$ cat src/rtl/lsi_pkg.sv
package lsi_pkg;

  typedef enum logic [2:0] {
    SRC_MODEM = 3'b000,
    SRC_THRE  = 3'b001,
    SRC_RDA   = 3'b010,
    SRC_LINE  = 3'b011,
    SRC_CTO   = 3'b110
  } irq_src_e;

  // Number of queued characters that raises data-available.
  function automatic logic [4:0] trig_chars(input logic [1:0] sel);
    case (sel)
      2'd0:    trig_chars = 5'd1;
      2'd1:    trig_chars = 5'd4;
      2'd2:    trig_chars = 5'd8;
      default: trig_chars = 5'd14;
    endcase
  endfunction

  // Identification code: source in 3:1, active-low pending flag in 0.
  function automatic logic [3:0] id_code(input logic pending, input irq_src_e src);
    id_code = {src, ~pending};
  endfunction

endpackage

$ cat src/rtl/lsi_rx_track.sv
module lsi_rx_track #(
  parameter int DEPTH = 16,
  localparam int CNT_W = $clog2(DEPTH + 1)
) (
  input  logic             clk,
  input  logic             rst_n,
  input  logic             rx_assembled,
  input  logic             rx_new_perr,
  input  logic             rx_new_ferr,
  input  logic             rx_new_brk,
  input  logic             rx_pop,
  input  logic [CNT_W-1:0] rx_count,
  input  logic             rx_head_perr,
  input  logic             rx_head_ferr,
  input  logic             rx_head_brk,
  input  logic             char_timeout,
  input  logic             lsr_rd,
  output logic             stat_ready,
  output logic             stat_ovr,
  output logic             stat_perr,
  output logic             stat_ferr,
  output logic             stat_brk,
  output logic             stat_fifo_err,
  output logic             cto_pend
);

  // Named internal events, also used by the assertions.
  logic             q_full, q_empty, push_ok, overrun_evt;
  logic             err_in, err_out, head_change;
  logic             head_ack, sum_q, ovr_q, cto_q;
  logic [CNT_W-1:0] err_cnt, err_cnt_nxt;

  assign q_empty     = (rx_count == '0);
  assign q_full      = (rx_count == CNT_W'(DEPTH));
  assign push_ok     = rx_assembled && !q_full;
  assign overrun_evt = rx_assembled && q_full;
  assign err_in      = push_ok && (rx_new_perr || rx_new_ferr || rx_new_brk);
  assign err_out     = rx_pop && !q_empty && (rx_head_perr || rx_head_ferr || rx_head_brk);
  assign head_change = (rx_pop && !q_empty) || (push_ok && q_empty);
  assign err_cnt_nxt = err_cnt + CNT_W'(err_in) - CNT_W'(err_out);

  always_ff @(posedge clk or negedge rst_n) begin
    if (!rst_n) begin
      ovr_q    <= 1'b0;
      head_ack <= 1'b0;
      sum_q    <= 1'b0;
      cto_q    <= 1'b0;
      err_cnt  <= '0;
    end else begin
      err_cnt <= err_cnt_nxt;
      if (overrun_evt)      ovr_q <= 1'b1;
      else if (lsr_rd)      ovr_q <= 1'b0;
      if (head_change)      head_ack <= 1'b0;
      else if (lsr_rd)      head_ack <= 1'b1;
      if (err_in)                              sum_q <= 1'b1;
      else if (lsr_rd && err_cnt_nxt == '0)    sum_q <= 1'b0;
      if (char_timeout && !q_empty)            cto_q <= 1'b1;
      else if (rx_pop || q_empty)              cto_q <= 1'b0;
    end
  end

  assign stat_ready    = !q_empty;
  assign stat_ovr      = ovr_q;
  assign stat_perr     = !q_empty && !head_ack && rx_head_perr;
  assign stat_ferr     = !q_empty && !head_ack && rx_head_ferr;
  assign stat_brk      = !q_empty && !head_ack && rx_head_brk;
  assign stat_fifo_err = sum_q;
  assign cto_pend      = cto_q;

  assert_ovr_set_R2: assert property (@(posedge clk) disable iff (!rst_n)
    overrun_evt |=> stat_ovr);

  assert_head_ack_R3: assert property (@(posedge clk) disable iff (!rst_n)
    (lsr_rd && !head_change) |=> !(stat_perr || stat_ferr || stat_brk));

  assert_sum_set_R4: assert property (@(posedge clk) disable iff (!rst_n)
    err_in |=> stat_fifo_err);

  assert_cto_drop_R12: assert property (@(posedge clk) disable iff (!rst_n)
    (rx_pop && !char_timeout) |=> !cto_pend);

endmodule

$ cat src/rtl/lsi_irq_prio.sv
module lsi_irq_prio
  import lsi_pkg::*;
#(
  parameter int DEPTH = 16,
  localparam int CNT_W = $clog2(DEPTH + 1)
) (
  input  logic             clk,
  input  logic             rst_n,
  input  logic             en_rx,
  input  logic             en_thre,
  input  logic             en_line,
  input  logic [1:0]       trig_sel,
  input  logic [CNT_W-1:0] rx_count,
  input  logic             cto_pend,
  input  logic             line_err,
  input  logic             tx_hold_empty,
  input  logic             modem_irq,
  input  logic             iid_rd,
  output logic [3:0]       iid
);

  logic     thre_prev, thre_pend, thre_rise, thre_ack;
  logic     line_req, rda_req, cto_req, thre_req, modem_req;
  logic     pending;
  irq_src_e src;

  assign thre_rise = tx_hold_empty && !thre_prev;
  assign line_req  = en_line && line_err;
  assign rda_req   = en_rx && (32'(rx_count) >= 32'(trig_chars(trig_sel)));
  assign cto_req   = en_rx && cto_pend;
  assign thre_req  = en_thre && thre_pend && tx_hold_empty;
  assign modem_req = modem_irq;

  always_comb begin
    pending = 1'b1;
    src     = SRC_MODEM;
    if (line_req)       src = SRC_LINE;
    else if (rda_req)   src = SRC_RDA;
    else if (cto_req)   src = SRC_CTO;
    else if (thre_req)  src = SRC_THRE;
    else if (modem_req) src = SRC_MODEM;
    else                pending = 1'b0;
  end

  assign iid      = id_code(pending, src);
  assign thre_ack = iid_rd && pending && (src == SRC_THRE);

  always_ff @(posedge clk or negedge rst_n) begin
    if (!rst_n) begin
      thre_prev <= 1'b1;
      thre_pend <= 1'b0;
    end else begin
      thre_prev <= tx_hold_empty;
      if (thre_rise)                        thre_pend <= 1'b1;
      else if (!tx_hold_empty || thre_ack)  thre_pend <= 1'b0;
    end
  end

  assert_line_first_R7: assert property (@(posedge clk) disable iff (!rst_n)
    line_req |-> (iid == 4'b0110));

  assert_thre_arm_R10: assert property (@(posedge clk) disable iff (!rst_n)
    thre_rise |=> thre_pend);

  assert_thre_ack_R10: assert property (@(posedge clk) disable iff (!rst_n)
    (thre_ack && !thre_rise) |=> !thre_pend);

endmodule

$ cat src/rtl/line_status_irq.sv
module line_status_irq #(
  parameter int DEPTH = 16,
  localparam int CNT_W = $clog2(DEPTH + 1)
) (
  input  logic             clk,
  input  logic             rst_n,
  input  logic             rx_assembled,
  input  logic             rx_new_perr,
  input  logic             rx_new_ferr,
  input  logic             rx_new_brk,
  input  logic             rx_pop,
  input  logic [CNT_W-1:0] rx_count,
  input  logic             rx_head_perr,
  input  logic             rx_head_ferr,
  input  logic             rx_head_brk,
  input  logic             char_timeout,
  input  logic             tx_hold_empty,
  input  logic             tx_shift_empty,
  input  logic             modem_irq,
  input  logic             en_rx,
  input  logic             en_thre,
  input  logic             en_line,
  input  logic [1:0]       trig_sel,
  input  logic             lsr_rd,
  input  logic             iid_rd,
  output logic [7:0]       lsr,
  output logic [3:0]       iid,
  output logic             irq
);

  logic s_ready, s_ovr, s_perr, s_ferr, s_brk, s_sum, s_cto, line_err;

  lsi_rx_track #(.DEPTH(DEPTH)) u_rx (
    .clk          (clk),
    .rst_n        (rst_n),
    .rx_assembled (rx_assembled),
    .rx_new_perr  (rx_new_perr),
    .rx_new_ferr  (rx_new_ferr),
    .rx_new_brk   (rx_new_brk),
    .rx_pop       (rx_pop),
    .rx_count     (rx_count),
    .rx_head_perr (rx_head_perr),
    .rx_head_ferr (rx_head_ferr),
    .rx_head_brk  (rx_head_brk),
    .char_timeout (char_timeout),
    .lsr_rd       (lsr_rd),
    .stat_ready   (s_ready),
    .stat_ovr     (s_ovr),
    .stat_perr    (s_perr),
    .stat_ferr    (s_ferr),
    .stat_brk     (s_brk),
    .stat_fifo_err(s_sum),
    .cto_pend     (s_cto)
  );

  assign line_err = s_ovr || s_perr || s_ferr || s_brk;

  lsi_irq_prio #(.DEPTH(DEPTH)) u_prio (
    .clk          (clk),
    .rst_n        (rst_n),
    .en_rx        (en_rx),
    .en_thre      (en_thre),
    .en_line      (en_line),
    .trig_sel     (trig_sel),
    .rx_count     (rx_count),
    .cto_pend     (s_cto),
    .line_err     (line_err),
    .tx_hold_empty(tx_hold_empty),
    .modem_irq    (modem_irq),
    .iid_rd       (iid_rd),
    .iid          (iid)
  );

  assign lsr = {s_sum, tx_hold_empty && tx_shift_empty, tx_hold_empty,
                s_brk, s_ferr, s_perr, s_ovr, s_ready};
  assign irq = ~iid[0];

endmodule

$ cat config.mk
export PLATFORM = sky130hd
export DESIGN_NAME = line_status_irq
export DESIGN_NICKNAME = d
export VERILOG_FILES = /design/src/rtl/lsi_pkg.sv /design/src/rtl/lsi_rx_track.sv /design/src/rtl/lsi_irq_prio.sv /design/src/rtl/line_status_irq.sv
export SDC_FILE = /design/constraint.sdc
export NUM_CORES = 1
export LEC_CHECK = 0
export BUFFER_PORTS_ARGS = -buffer_cell sky130_fd_sc_hd__buf_2
export CORE_MARGIN = 3
export CORE_UTILIZATION = 50
export DETAILED_ROUTE_END_ITERATION = 12
export PLACE_DENSITY = 0.95
export SYNTH_ARGS = -nofsm -noshare
export SYNTH_HDL_FRONTEND = slang
export SYNTH_SLANG_ARGS = --single-unit
$ cat constraint.sdc
create_clock -name clk -period 5.35 [get_ports clk]
set_clock_uncertainty 0.2 [all_clocks]
set_input_delay 0.535 -clock clk [delete_from_list [all_inputs] [get_ports clk]]
set_output_delay 0.535 -clock clk [all_outputs]
set_load 0.02 [all_outputs]
==> impl_metrics.tcl <==
set metrics [dict create \
    status "finished clean" \
    worstSetupPathType "primary input to register" \
    hp-start "tx_hold_empty" \
    dpl_cell_area_sq_um 1060 \
    startpoint_type "primary input" \
    tightest_slew_ps 315 \
    wl_microns 1900 \
    grt_overflow 0 \
    clock_sinks 11 \
    die_h_microns 48.2 \
    finalHoldViolCount 0 \
    io_pins 39 \
    drive_gt1_frac 0.405 \
    cp.required_ps 5290 \
    synth_seq_cells 11 \
    min_path_type "primary input to register" \
    dieArea_sq_um 2320 \
    dp_hpwl_microns 1680 \
    powerDensity_nw_per_um2 353 \
    cts_buffers 3 \
    syn_inst 95 \
    syn_area_sq_um 888 \
    clockBufferDepth 2 \
    peakVddDrop_mv 0.325 \
    drc 0 \
    rsz0062_at_grt "no" \
    root_buffer "clkbuf_4" \
    drv_slew 0 \
    worst_path_largest_cell_delay_ps 410 \
    endpoint "u_rx.stat_fifo_err$_DFFE_PN0P_" \
    r2r_end "u_rx.stat_fifo_err$_DFFE_PN0P_" \
    grt_pass1_wl_microns 2990 \
    setup-violations-final 0 \
    syn-num-nets 131 \
    reg2reg_slack_ps 3200 \
    worstPathArrival_ps 3240 \
    synth_edf_count 0 \
    antennaDiodeCount 0 \
    ys_types 32 \
    max_freq_ghz 0.303 \
    setup_tns_ps 0 \
    grt_max_degree 12 \
    die_w_microns 48.2 \
    drv_cap 0 \
    synth_flop_cell "dfrtp_1" \
    fin_area_sq_um 1090 \
    post_drt_via_cell_ratio 4.96 \
    clk_latency_ps 270 \
    start_util 0.557 \
    grt.total_usage 0.189 \
    cts-htree-levels 1 \
    cts_resized 0 \
    grt_antenna_before_repair 0 \
    nNetsFinal 168 \
    coreArea_sq_um 1590 \
    cts_tree "yes" \
    gp_congestion 0.823 \
    rows 14 \
    yosysSeqAreaShare 0.311 \
    reg2reg_from "u_rx.err_cnt[0]$_DFF_PN0_" \
    period_minus_slack_ps 3300 \
    port_buffers 38 \
    p_leak_nw 0.581 \
    grt_pass1_vias 749 \
    area_growth_pct 23.0 \
    nFillCells 123 \
    ys_warn_count 0 \
    finalCritPeriodShare 0.616 \
    critical_path.slowest_cell "fa_1" \
    vias 769 \
    cts.reportedPaths.clkPinSlew_ps 70 \
    drtIter0Drc 15 \
    synthArstFlopShare 1.00 \
    crit_path_start "rx_count[3]" \
    relSlewSlack 0.788 \
    crit_fanout 4 \
    r2r_cells 6 \
    cp-end-kind "register" \
    dr.pass1.iters 3 \
    path_cells "buf_2, nor4_4, and2_2, inv_1, and3_1, ha_1, inv_1, ha_1, fa_1, a21o_1, a21oi_1, xnor2_1, o41a_1" \
    ant_nets 0 \
    avgSynthCellArea_sq_um 9.35 \
    routedWlPerCell_microns 12.3 \
]
## where the power goes
part	switching (mW)	internal [mW]	leakage, nW
combinational	0.110	0.0940	0.438
clock	0.0270	0.0289	0.0150
sequential	0.0141	0.112	0.128
total	0.151	0.234	0.581
## cell families after synthesis
logic type,Yosys count,share of synthesized area
compound gates,20,0.182
xor+xnor,4,0.0394
fa+ha+maj,10,0.149
simple gates,29,0.200
buf+inv,21,0.118
flops,11,0.311
## cell usage after synthesis (2+ instances only)
library cell / n / area, sq um
nor2_1: 6 / 22.5
and3_1: 4 / 25.0
and2_2: 4 / 30.0
inv_1: 14 / 52.6
buf_4: 7 / 52.6
dfrtp_1: 10 / 250
xnor2_1: 3 / 26.3
a21oi_1: 5 / 25.0
nor3_1: 2 / 10.0
ha_1: 9 / 113
o21ai_0: 4 / 20.0
nand3_1: 2 / 10.0
and2_1: 2 / 12.5
nand2_1: 4 / 15.0
a21o_1: 2 / 15.0
## repair_timing
item                                   CTS  global route
endpoints found under the hold margin   10             0
setup buffers                            0             0
hold buffers                             1             0
## layer usage
metal | part of all wire | GRT usage | vias up
li1 | - | - | 391
met1 | 0.43 | 0.212 | 348
met2 | 0.49 | 0.333 | 30
met3 | 0.077 | 0.0701 | 0
met4 | 0 | 0.0484 | 0
met5 | 0 | 0 | -
## state kept, by name (all words and copies together), names as in the netlist
signal / flops
u_prio.thre_prev: 1
u_rx.head_ack: 1
u_rx.stat_fifo_err: 1
u_rx.cto_pend: 1
u_prio.thre_pend: 1
u_rx.err_cnt: 5
u_rx.stat_ovr: 1
## how the worst min path moves through the flow
stage                                          end  slack, ps  cells past startpoint
floorplan             u_prio.thre_pend$_DFFE_PN0P_         40                      0
global placement         u_rx.err_cnt[3]$_DFF_PN0_        210                      1
detailed placement  u_rx.stat_fifo_err$_DFFE_PN0P_        220                      1
CTS                     u_prio.thre_prev$_DFF_PN1_        180                      1
global route            u_prio.thre_prev$_DFF_PN1_        170                      1
finish                  u_prio.thre_prev$_DFF_PN1_        190                      1
## stage by stage
step / instances / hold WS (ps) / utilization / power (mW) / worst slack, ps
2_1_floorplan: 95 / 39.4 / - / 0.282 / 2110
3_3_place_gp: 150 / 211 / 0.662 / 0.319 / 1910
3_5_place_dp: 150 / 216 / 0.662 / 0.328 / 1790
4_1_cts: 155 / 185 / 0.685 / 0.388 / 2080
5_1_grt: 155 / 173 / 0.685 / 0.418 / 1920
6_report: 155 / 194 / 0.685 / 0.385 / 2050
## area by class of cell
cell class                 instances  area, sq um  share of cell area
tap                               24         30.0              0.0275
timing repair buffer              39          200               0.183
clock buffer                       4         26.3              0.0241
multi-input combinational         63          507               0.464
sequential                        11          277               0.253
inverter                          14         52.6              0.0481
## placed cells by master (no fill, tap or decap), types with 2 or more instances in the layout
cell type,n
clkbuf_4,3
and2_2,4
nand3_1,2
inv_1,14
a21o_1,2
a21oi_1,5
o21ai_0,4
dfrtp_1,10
nor3_1,2
nor2_1,6
nand2_1,4
ha_1,9
and2_1,2
buf_2,38
and3_1,4
xnor2_1,3
## critical path: cells and delay by family
kind	cells	cell delay, ps
and+or+nand+nor	3	770
AOI/OAI and AO/OA	3	720
xor gates and xnor gates	1	110
adders and majority gates	3	880
buffers and inverters	3	220
Note: power is estimated with default switching activity, not from simulation.
